--- src/rtl/fpcmp_pkg.sv ---
package fpcmp_pkg;

    localparam int EXP_W        = 8;
    localparam int MAN_W        = 23;
    localparam int FP_W         = 1 + EXP_W + MAN_W;
    localparam int MAG_W        = FP_W - 1;
    localparam int SUB_W        = 3;
    localparam int FLAG_W       = 5;
    localparam int FLAG_INVALID = 4;

    // Quiet NaN with positive sign and only the quiet bit set in the mantissa
    localparam logic [FP_W-1:0] CANON_NAN =
        {1'b0, {EXP_W{1'b1}}, 1'b1, {(MAN_W-1){1'b0}}};

    typedef enum logic [2:0] {
        OP_LE   = 3'd0,
        OP_LT   = 3'd1,
        OP_EQ   = 3'd2,
        OP_MIN  = 3'd3,
        OP_MAX  = 3'd4,
        OP_NONE = 3'd5
    } op_e;

    typedef struct packed {
        logic             sign;
        logic             zero;
        logic             nan;
        logic             snan;
        logic [MAG_W-1:0] mag;
    } fp_class_t;

    // Map the group select and the sub-operation code onto one internal operation
    function automatic op_e decode_op(input logic func, input logic [SUB_W-1:0] sub);
        op_e op;
        op = OP_NONE;
        if (!func) begin
            case (sub)
                3'd0:    op = OP_LE;
                3'd1:    op = OP_LT;
                3'd2:    op = OP_EQ;
                default: op = OP_NONE;
            endcase
        end else begin
            case (sub)
                3'd0:    op = OP_MIN;
                3'd1:    op = OP_MAX;
                default: op = OP_NONE;
            endcase
        end
        return op;
    endfunction

endpackage

--- src/rtl/fpcmp_classify.sv ---
module fpcmp_classify
    import fpcmp_pkg::*;
(
    input  logic [FP_W-1:0] op,
    output fp_class_t       cls
);
    logic [EXP_W-1:0] exp_f;
    logic [MAN_W-1:0] man_f;
    logic             exp_max;

    assign exp_f   = op[FP_W-2 -: EXP_W];
    assign man_f   = op[MAN_W-1:0];
    assign exp_max = &exp_f;

    always_comb begin
        cls.sign = op[FP_W-1];
        cls.mag  = op[MAG_W-1:0];
        cls.zero = (op[MAG_W-1:0] == '0);
        cls.nan  = exp_max && (man_f != '0);
        cls.snan = exp_max && (man_f != '0) && !man_f[MAN_W-1];
    end
endmodule

--- src/rtl/fpcmp_compare.sv ---
module fpcmp_compare
    import fpcmp_pkg::*;
(
    input  fp_class_t a,
    input  fp_class_t b,
    input  op_e       op,
    output logic      hit,
    output logic      invalid
);
    logic any_nan, any_snan, both_zero;
    logic num_lt, num_eq;

    assign any_nan   = a.nan  | b.nan;
    assign any_snan  = a.snan | b.snan;
    assign both_zero = a.zero & b.zero;

    // Numeric ordering on sign-magnitude values; signed zeros are one value
    always_comb begin
        if (both_zero)
            num_lt = 1'b0;
        else if (a.sign != b.sign)
            num_lt = a.sign;
        else if (!a.sign)
            num_lt = (a.mag < b.mag);
        else
            num_lt = (b.mag < a.mag);
        num_eq = both_zero || ((a.sign == b.sign) && (a.mag == b.mag));
    end

    always_comb begin
        hit     = 1'b0;
        invalid = 1'b0;
        case (op)
            OP_LE: begin
                hit     = !any_nan && (num_lt || num_eq);
                invalid = any_nan;
            end
            OP_LT: begin
                hit     = !any_nan && num_lt;
                invalid = any_nan;
            end
            OP_EQ: begin
                hit     = !any_nan && num_eq;
                invalid = any_snan;
            end
            default: begin
                hit     = 1'b0;
                invalid = 1'b0;
            end
        endcase
    end
endmodule

--- src/rtl/fpcmp_select.sv ---
module fpcmp_select
    import fpcmp_pkg::*;
(
    input  logic [FP_W-1:0] a_val,
    input  logic [FP_W-1:0] b_val,
    input  logic            a_nan,
    input  logic            a_snan,
    input  logic            b_nan,
    input  logic            b_snan,
    input  op_e             op,
    output logic [FP_W-1:0] value,
    output logic            invalid
);
    logic             a_sign, b_sign;
    logic [MAG_W-1:0] a_mag, b_mag;
    logic             a_below;

    assign a_sign = a_val[FP_W-1];
    assign b_sign = b_val[FP_W-1];
    assign a_mag  = a_val[MAG_W-1:0];
    assign b_mag  = b_val[MAG_W-1:0];

    // Total order: negative zero sits below positive zero
    always_comb begin
        if (a_sign != b_sign)
            a_below = a_sign;
        else if (!a_sign)
            a_below = (a_mag < b_mag);
        else
            a_below = (b_mag < a_mag);
    end

    always_comb begin
        value   = '0;
        invalid = 1'b0;
        if (op == OP_MIN || op == OP_MAX) begin
            if (b_snan) begin
                value   = a_val;
                invalid = 1'b1;
            end else if (a_snan) begin
                value   = b_val;
                invalid = 1'b1;
            end else if (a_nan && b_nan) begin
                value = CANON_NAN;
            end else if (a_nan) begin
                value = b_val;
            end else if (b_nan) begin
                value = a_val;
            end else if (op == OP_MIN) begin
                value = a_below ? a_val : b_val;
            end else begin
                value = a_below ? b_val : a_val;
            end
        end
    end
endmodule

--- src/rtl/fpcmp_unit.sv ---
module fpcmp_unit
    import fpcmp_pkg::*;
(
    input  logic              clk,
    input  logic              rst,
    input  logic              in_valid,
    input  logic              in_func,
    input  logic [SUB_W-1:0]  in_sub,
    input  logic [FP_W-1:0]   in_a,
    input  logic [FP_W-1:0]   in_b,
    output logic              out_valid,
    output logic [FP_W-1:0]   out_result,
    output logic [FLAG_W-1:0] out_flags
);
    localparam int N_OPS = 2;

    logic [FP_W-1:0] ops [N_OPS];
    fp_class_t       cls [N_OPS];
    op_e             op;

    assign ops[0] = in_a;
    assign ops[1] = in_b;
    assign op     = decode_op(in_func, in_sub);

    for (genvar k = 0; k < N_OPS; k++) begin : g_cls
        fpcmp_classify u_cls (
            .op  (ops[k]),
            .cls (cls[k])
        );
    end

    logic            cmp_hit, cmp_inv;
    logic [FP_W-1:0] sel_val;
    logic            sel_inv;

    fpcmp_compare u_cmp (
        .a       (cls[0]),
        .b       (cls[1]),
        .op      (op),
        .hit     (cmp_hit),
        .invalid (cmp_inv)
    );

    fpcmp_select u_sel (
        .a_val   (in_a),
        .b_val   (in_b),
        .a_nan   (cls[0].nan),
        .a_snan  (cls[0].snan),
        .b_nan   (cls[1].nan),
        .b_snan  (cls[1].snan),
        .op      (op),
        .value   (sel_val),
        .invalid (sel_inv)
    );

    logic [FP_W-1:0]   nxt_result;
    logic [FLAG_W-1:0] nxt_flags;

    always_comb begin
        nxt_flags = '0;
        if (!in_func) begin
            nxt_result               = {{(FP_W-1){1'b0}}, cmp_hit};
            nxt_flags[FLAG_INVALID]  = cmp_inv;
        end else begin
            nxt_result               = sel_val;
            nxt_flags[FLAG_INVALID]  = sel_inv;
        end
    end

    always_ff @(posedge clk) begin
        if (rst) begin
            out_valid  <= 1'b0;
            out_result <= '0;
            out_flags  <= '0;
        end else begin
            out_valid <= in_valid;
            if (in_valid) begin
                out_result <= nxt_result;
                out_flags  <= nxt_flags;
            end
        end
    end

    // one registered stage between request and result
    p_latency_r2: assert property (@(posedge clk) disable iff (rst)
        !$past(rst) |-> out_valid == $past(in_valid));

    // no strobe, no change
    p_hold_r2: assert property (@(posedge clk) disable iff (rst)
        (!$past(rst) && !$past(in_valid)) |-> ($stable(out_result) && $stable(out_flags)));

    // ordered relations reject any NaN
    p_ordered_nan_r4: assert property (@(posedge clk) disable iff (rst)
        (!$past(rst) && $past(in_valid && !in_func && in_sub <= 3'd1 && (cls[0].nan || cls[1].nan)))
        |-> (out_result == '0 && out_flags == 5'b10000));

    // equality flags signaling NaNs only, and never reports a NaN equal
    p_eq_flag_r5: assert property (@(posedge clk) disable iff (rst)
        (!$past(rst) && $past(in_valid && !in_func && in_sub == 3'd2))
        |-> (out_flags[FLAG_INVALID] == $past(cls[0].snan || cls[1].snan)
             && (!$past(cls[0].nan || cls[1].nan) || out_result == '0)));

    // a signaling second operand yields the first operand
    p_mm_snan_b_r7: assert property (@(posedge clk) disable iff (rst)
        (!$past(rst) && $past(in_valid && in_func && in_sub <= 3'd1 && cls[1].snan))
        |-> (out_result == $past(in_a) && out_flags[FLAG_INVALID]));

    // a signaling first operand alone yields the second operand
    p_mm_snan_a_r8: assert property (@(posedge clk) disable iff (rst)
        (!$past(rst) && $past(in_valid && in_func && in_sub <= 3'd1 && cls[0].snan && !cls[1].snan))
        |-> (out_result == $past(in_b) && out_flags[FLAG_INVALID]));

    // two quiet NaNs collapse to the canonical NaN
    p_mm_qnan_pair_r9: assert property (@(posedge clk) disable iff (rst)
        (!$past(rst) && $past(in_valid && in_func && in_sub <= 3'd1 && cls[0].nan && cls[1].nan
                              && !cls[0].snan && !cls[1].snan))
        |-> (out_result == CANON_NAN && out_flags == '0));

    // undefined codes produce nothing
    p_bad_sub_r10: assert property (@(posedge clk) disable iff (rst)
        (!$past(rst) && $past(in_valid && op == OP_NONE))
        |-> (out_result == '0 && out_flags == '0));

endmodule

--- config.mk ---
export PLATFORM = sky130hd
export DESIGN_NAME = fpcmp_unit
export DESIGN_NICKNAME = d
export VERILOG_FILES = /design/src/rtl/fpcmp_pkg.sv /design/src/rtl/fpcmp_classify.sv /design/src/rtl/fpcmp_compare.sv /design/src/rtl/fpcmp_select.sv /design/src/rtl/fpcmp_unit.sv
export SDC_FILE = /design/constraint.sdc
export NUM_CORES = 1
export LEC_CHECK = 0
export ABC_AREA = 1
export CORE_ASPECT_RATIO = 0.5
export CORE_MARGIN = 2
export CORE_UTILIZATION = 59
export CTS_CLUSTER_SIZE = 40
export DETAILED_ROUTE_END_ITERATION = 6
export DONT_BUFFER_PORTS = 1
export GPL_TIMING_DRIVEN = 1
export PLACE_DENSITY = 0.78
export SYNTH_ARGS = -nofsm -noshare
export SYNTH_HDL_FRONTEND = slang
export SYNTH_SLANG_ARGS = --single-unit
--- constraint.sdc ---
create_clock -name clk -period 2.05 [get_ports clk]
set_clock_uncertainty 0.1 [all_clocks]
set_input_delay 0.3075 -clock clk [delete_from_list [all_inputs] [get_ports clk]]
set_output_delay 0.3075 -clock clk [all_outputs]
set_load 0.01 [all_outputs]
==> impl_results.md <==
- Max IR drop VDD: 0.000260 V
- Largest net degree at the start of global routing: 32
- CTS Buf Count: 5
- Mapped Area: 0.00370 mm^2
- Critical Path RT: 2170 ps
- Leakage: 2.34 nW
- Largest area contributor in the netlist: dfxtp_1
- Commonest non-fill, non-tap cell in the layout: nand2_1
- Clock latency on the worst-skew pair: 280 ps
- Post-synth EDFFs: 0
- Slew Viols, Final: 0
- Fmax: 0.441 GHz
- Crit Path Class: in -> reg
- Synth top area cells: dfxtp_1 (18%), nand2_1 (17%), ha_1 (11%), inv_1 (8.9%), nand3_1 (7.3%)
- Clk pwr share: 0.329
- Global-route wire length before repair: 19.1 mm
- CP Max Fanout: 8
- Arr. time, crit path: 2390 ps
- Number of max-cap violations: 0
- Drt wl/cell: 16.3 um
- Antenna cell count: 0
- Min cycle time layout: 2270 ps
- Worst reg2reg startpoint: out_result[0]$_SDFFE_PP0P_
- Total core area: 0.00606 mm^2
- Hold depth: 2
- CP most frequent cell: nand2_2
- Tot GR Track Use: 0.359
- Sw Share: 0.339
- Vias per cell: 5.73
- Vias in the first global route: 3,989
- CTS tree: done
- I/O pin count: 109
- Critical R2R Capture: out_result[0]$_SDFFE_PP0P_
- Die Y: 60.0 um
- Clk slew on worst S/H paths: 50 ps
- Pwr dens: 456 mW/mm^2
- Ys async rst share: 0
- Setup WS pre-CTS: -371 ps
- Gr ovfl total: 0
- Post-route ant nets: 0
- Port-buffer cells: 0
- Routed vias: 4,406
- # fillers: 444
- DRT Pass-1 Iters: 5
- Layout cells sized above 1: 0.280
- Row cnt: 20
- Crit path cell chain: inv_12 -> ha_4 -> nand2_2 -> nor3_2 -> nand3_1 -> nor2_1 -> nand2_2 -> nand2_2 -> nand2_2 -> nand2_2 -> nand2_2 -> nand2_2 -> nand3_4 -> buf_12 -> buf_2 -> nand3_1 -> nand3_1 -> nand2_1 -> nand2_1 -> a21oi_1
- Failing checks: negative setup slack
- R2r setup slk: 1220 ps
- FF/Latch Area: 681 um^2
- Initial core utilization: 0.611
- NumNets Final: 785
- Seq pwr share: 0.312
- Int Pwr: 0.00147 W
- Comb pwr share: 0.358
- RSZ-0062 raised after global routing: yes
- Setup crit end kind: flop
- CTS Sinks: 34
- CTS H-tree lvls: 2
- Starting DRT DRC Count: 378
- Initial antenna violation count: 0
- Outcome: complete, but fails checks
- Yosys warning count: 0
- Seq cells post-synth: 34
- Most common flop cell mapped by yosys: dfxtp_1
- Total Routed Length: 12.6 mm
- Period utilization: 1.11
- Slowest-stage cell, CP: nor3_2
- Commonest non-fill, non-tap cells in the layout: nand2_1 (150), inv_1 (75), buf_4 (58)
- GP Congestion: 0.906
- Hpwl dp: 8.39 mm
- Slowest stage delay, CP: 260 ps
- # DRC: 0
- Root buf cell: clkbuf_16
- Setup WS post-layout: -220 ps
- Seq/Total Area, Yosys: 0.184
- CTS max path bufs: 2
- WHS Endpoint: out_result[27]$_SDFFE_PP0P_
- Setup-failing EPs final: 31
- Die area: 0.00696 mm^2
- Worst hold path startpoint: in_valid
- Worst Reg-to-Reg Cells: 2
- Area of the multi-input gates: 0.00286 mm^2
- Top cell type's share of synthesized area: 0.184
- Hold WS: 62.0 ps
- Crit path launch type: input port
- P&R area growth vs syn: 31.6%
- Synth Instances: 629
- Worst hold path type: in -> reg
- Die width: 116 um
- Mean Syn Cell Area: 5.88 um^2
- Post-synth cell types: 36
- Final Hold Viols: 0
- Switching power: 0.000752 W
## registers in the layout, summed over array words and instances, names as in the netlist
name        cells
out_flags       1
out_valid       1
out_result     32
## routing by layer
layer  global-route usage  up-vias  share of wire
met3               0.0862       25           0.12
met5                    0        -              0
li1                     -     2136              -
met4                0.105        0          0.019
met2                0.569      257           0.42
met1                0.491     1988           0.44
## synthesized netlist by cell type (2+ instances only)
cell type  number
clkbuf_1       12
o21ai_1         3
o21ai_0        48
inv_2          29
inv_1          88
a21o_1          2
nor2_1         22
a21oi_1        47
nand4_1        23
nor3_1          4
nand3_1        54
nand2_1       167
o21ai_2         3
nor4_1          8
nand3b_1       10
nand2_2         9
buf_4           5
dfxtp_1        34
clkinv_1        2
buf_6           3
ha_1           33
buf_2           9
## per-stage QoR
stage               power, W  area [um^2]  utilization  cells  setup TNS, ps
finish               0.00222         4870        0.804    769          -5220
global route         0.00233         4870        0.804    769          -9230
CTS                  0.00217         4740        0.783    766          -1160
detailed placement   0.00132         4350        0.718    748         -10710
global placement     0.00130         4350        0.718    748          -9660
floorplan            0.00120         3940            -    632          -4290
## how the worst max path moves through the flow
| stage | startpoint | slack, ps | cells past startpoint | endpoint |
|---|---|---|---|---|
| 2_1_floorplan | in_b[18] | -170 | 20 | out_result[10]$_SDFFE_PP0P_ |
| 3_3_place_gp | in_b[6] | -350 | 21 | out_result[10]$_SDFFE_PP0P_ |
| 3_5_place_dp | in_b[28] | -370 | 19 | out_result[10]$_SDFFE_PP0P_ |
| 4_1_cts | in_b[28] | -70 | 20 | out_result[10]$_SDFFE_PP0P_ |
| 5_1_grt | in_b[18] | -360 | 20 | out_result[15]$_SDFFE_PP0P_ |
| 6_report | in_b[18] | -220 | 20 | out_result[3]$_SDFFE_PP0P_ |
## final cells by class
type | instances | area share
inverters | 119 | 0.0987
well taps | 88 | 0.0226
repair buffers | 69 | 0.124
multi-input cells | 452 | 0.588
flip-flops and latches | 34 | 0.140
clock buffers | 7 | 0.0273
## worst max-delay path, delay by kind of cell
kind                     cells  cell delay, ps
buffers and inverters        3             330
adder cells (fa/ha/maj)      1             250
AO/OA/AOI/OAI                1             110
AND/OR/NAND/NOR             15            1380
## what timing repair did
item,CTS,global route
resized for setup,27,22
endpoints found under the setup margin,31,32
pin swaps,26,20
buffers inserted,5,2
cloned,4,1
hold buffers,2,0
hold endpoints to repair,32,0
## logic make-up (layout without fill, tap and decap cells)
logic type	after synthesis	in the layout	synth area share
flip-flops	34	34	0.184
other	1	4	0.00101
adder cells (fa/ha/maj)	33	33	0.112
AO/OA/AOI/OAI	107	107	0.152
buffers and inverters	150	195	0.171
AND/OR/NAND/NOR	304	308	0.380
## power groups by stage
| stage | clock (W) | combinational [W] | sequential, W |
|---|---|---|---|
| after floorplan | 0 | 0.000496 | 0.000704 |
| after global placement | 0 | 0.000596 | 0.000707 |
| after detailed placement | 0 | 0.000612 | 0.000708 |
| after CTS | 0.000737 | 0.000735 | 0.000693 |
| after global routing | 0.000763 | 0.000871 | 0.000695 |
| final | 0.000732 | 0.000796 | 0.000694 |
Note: power is estimated with default switching activity, not from simulation.
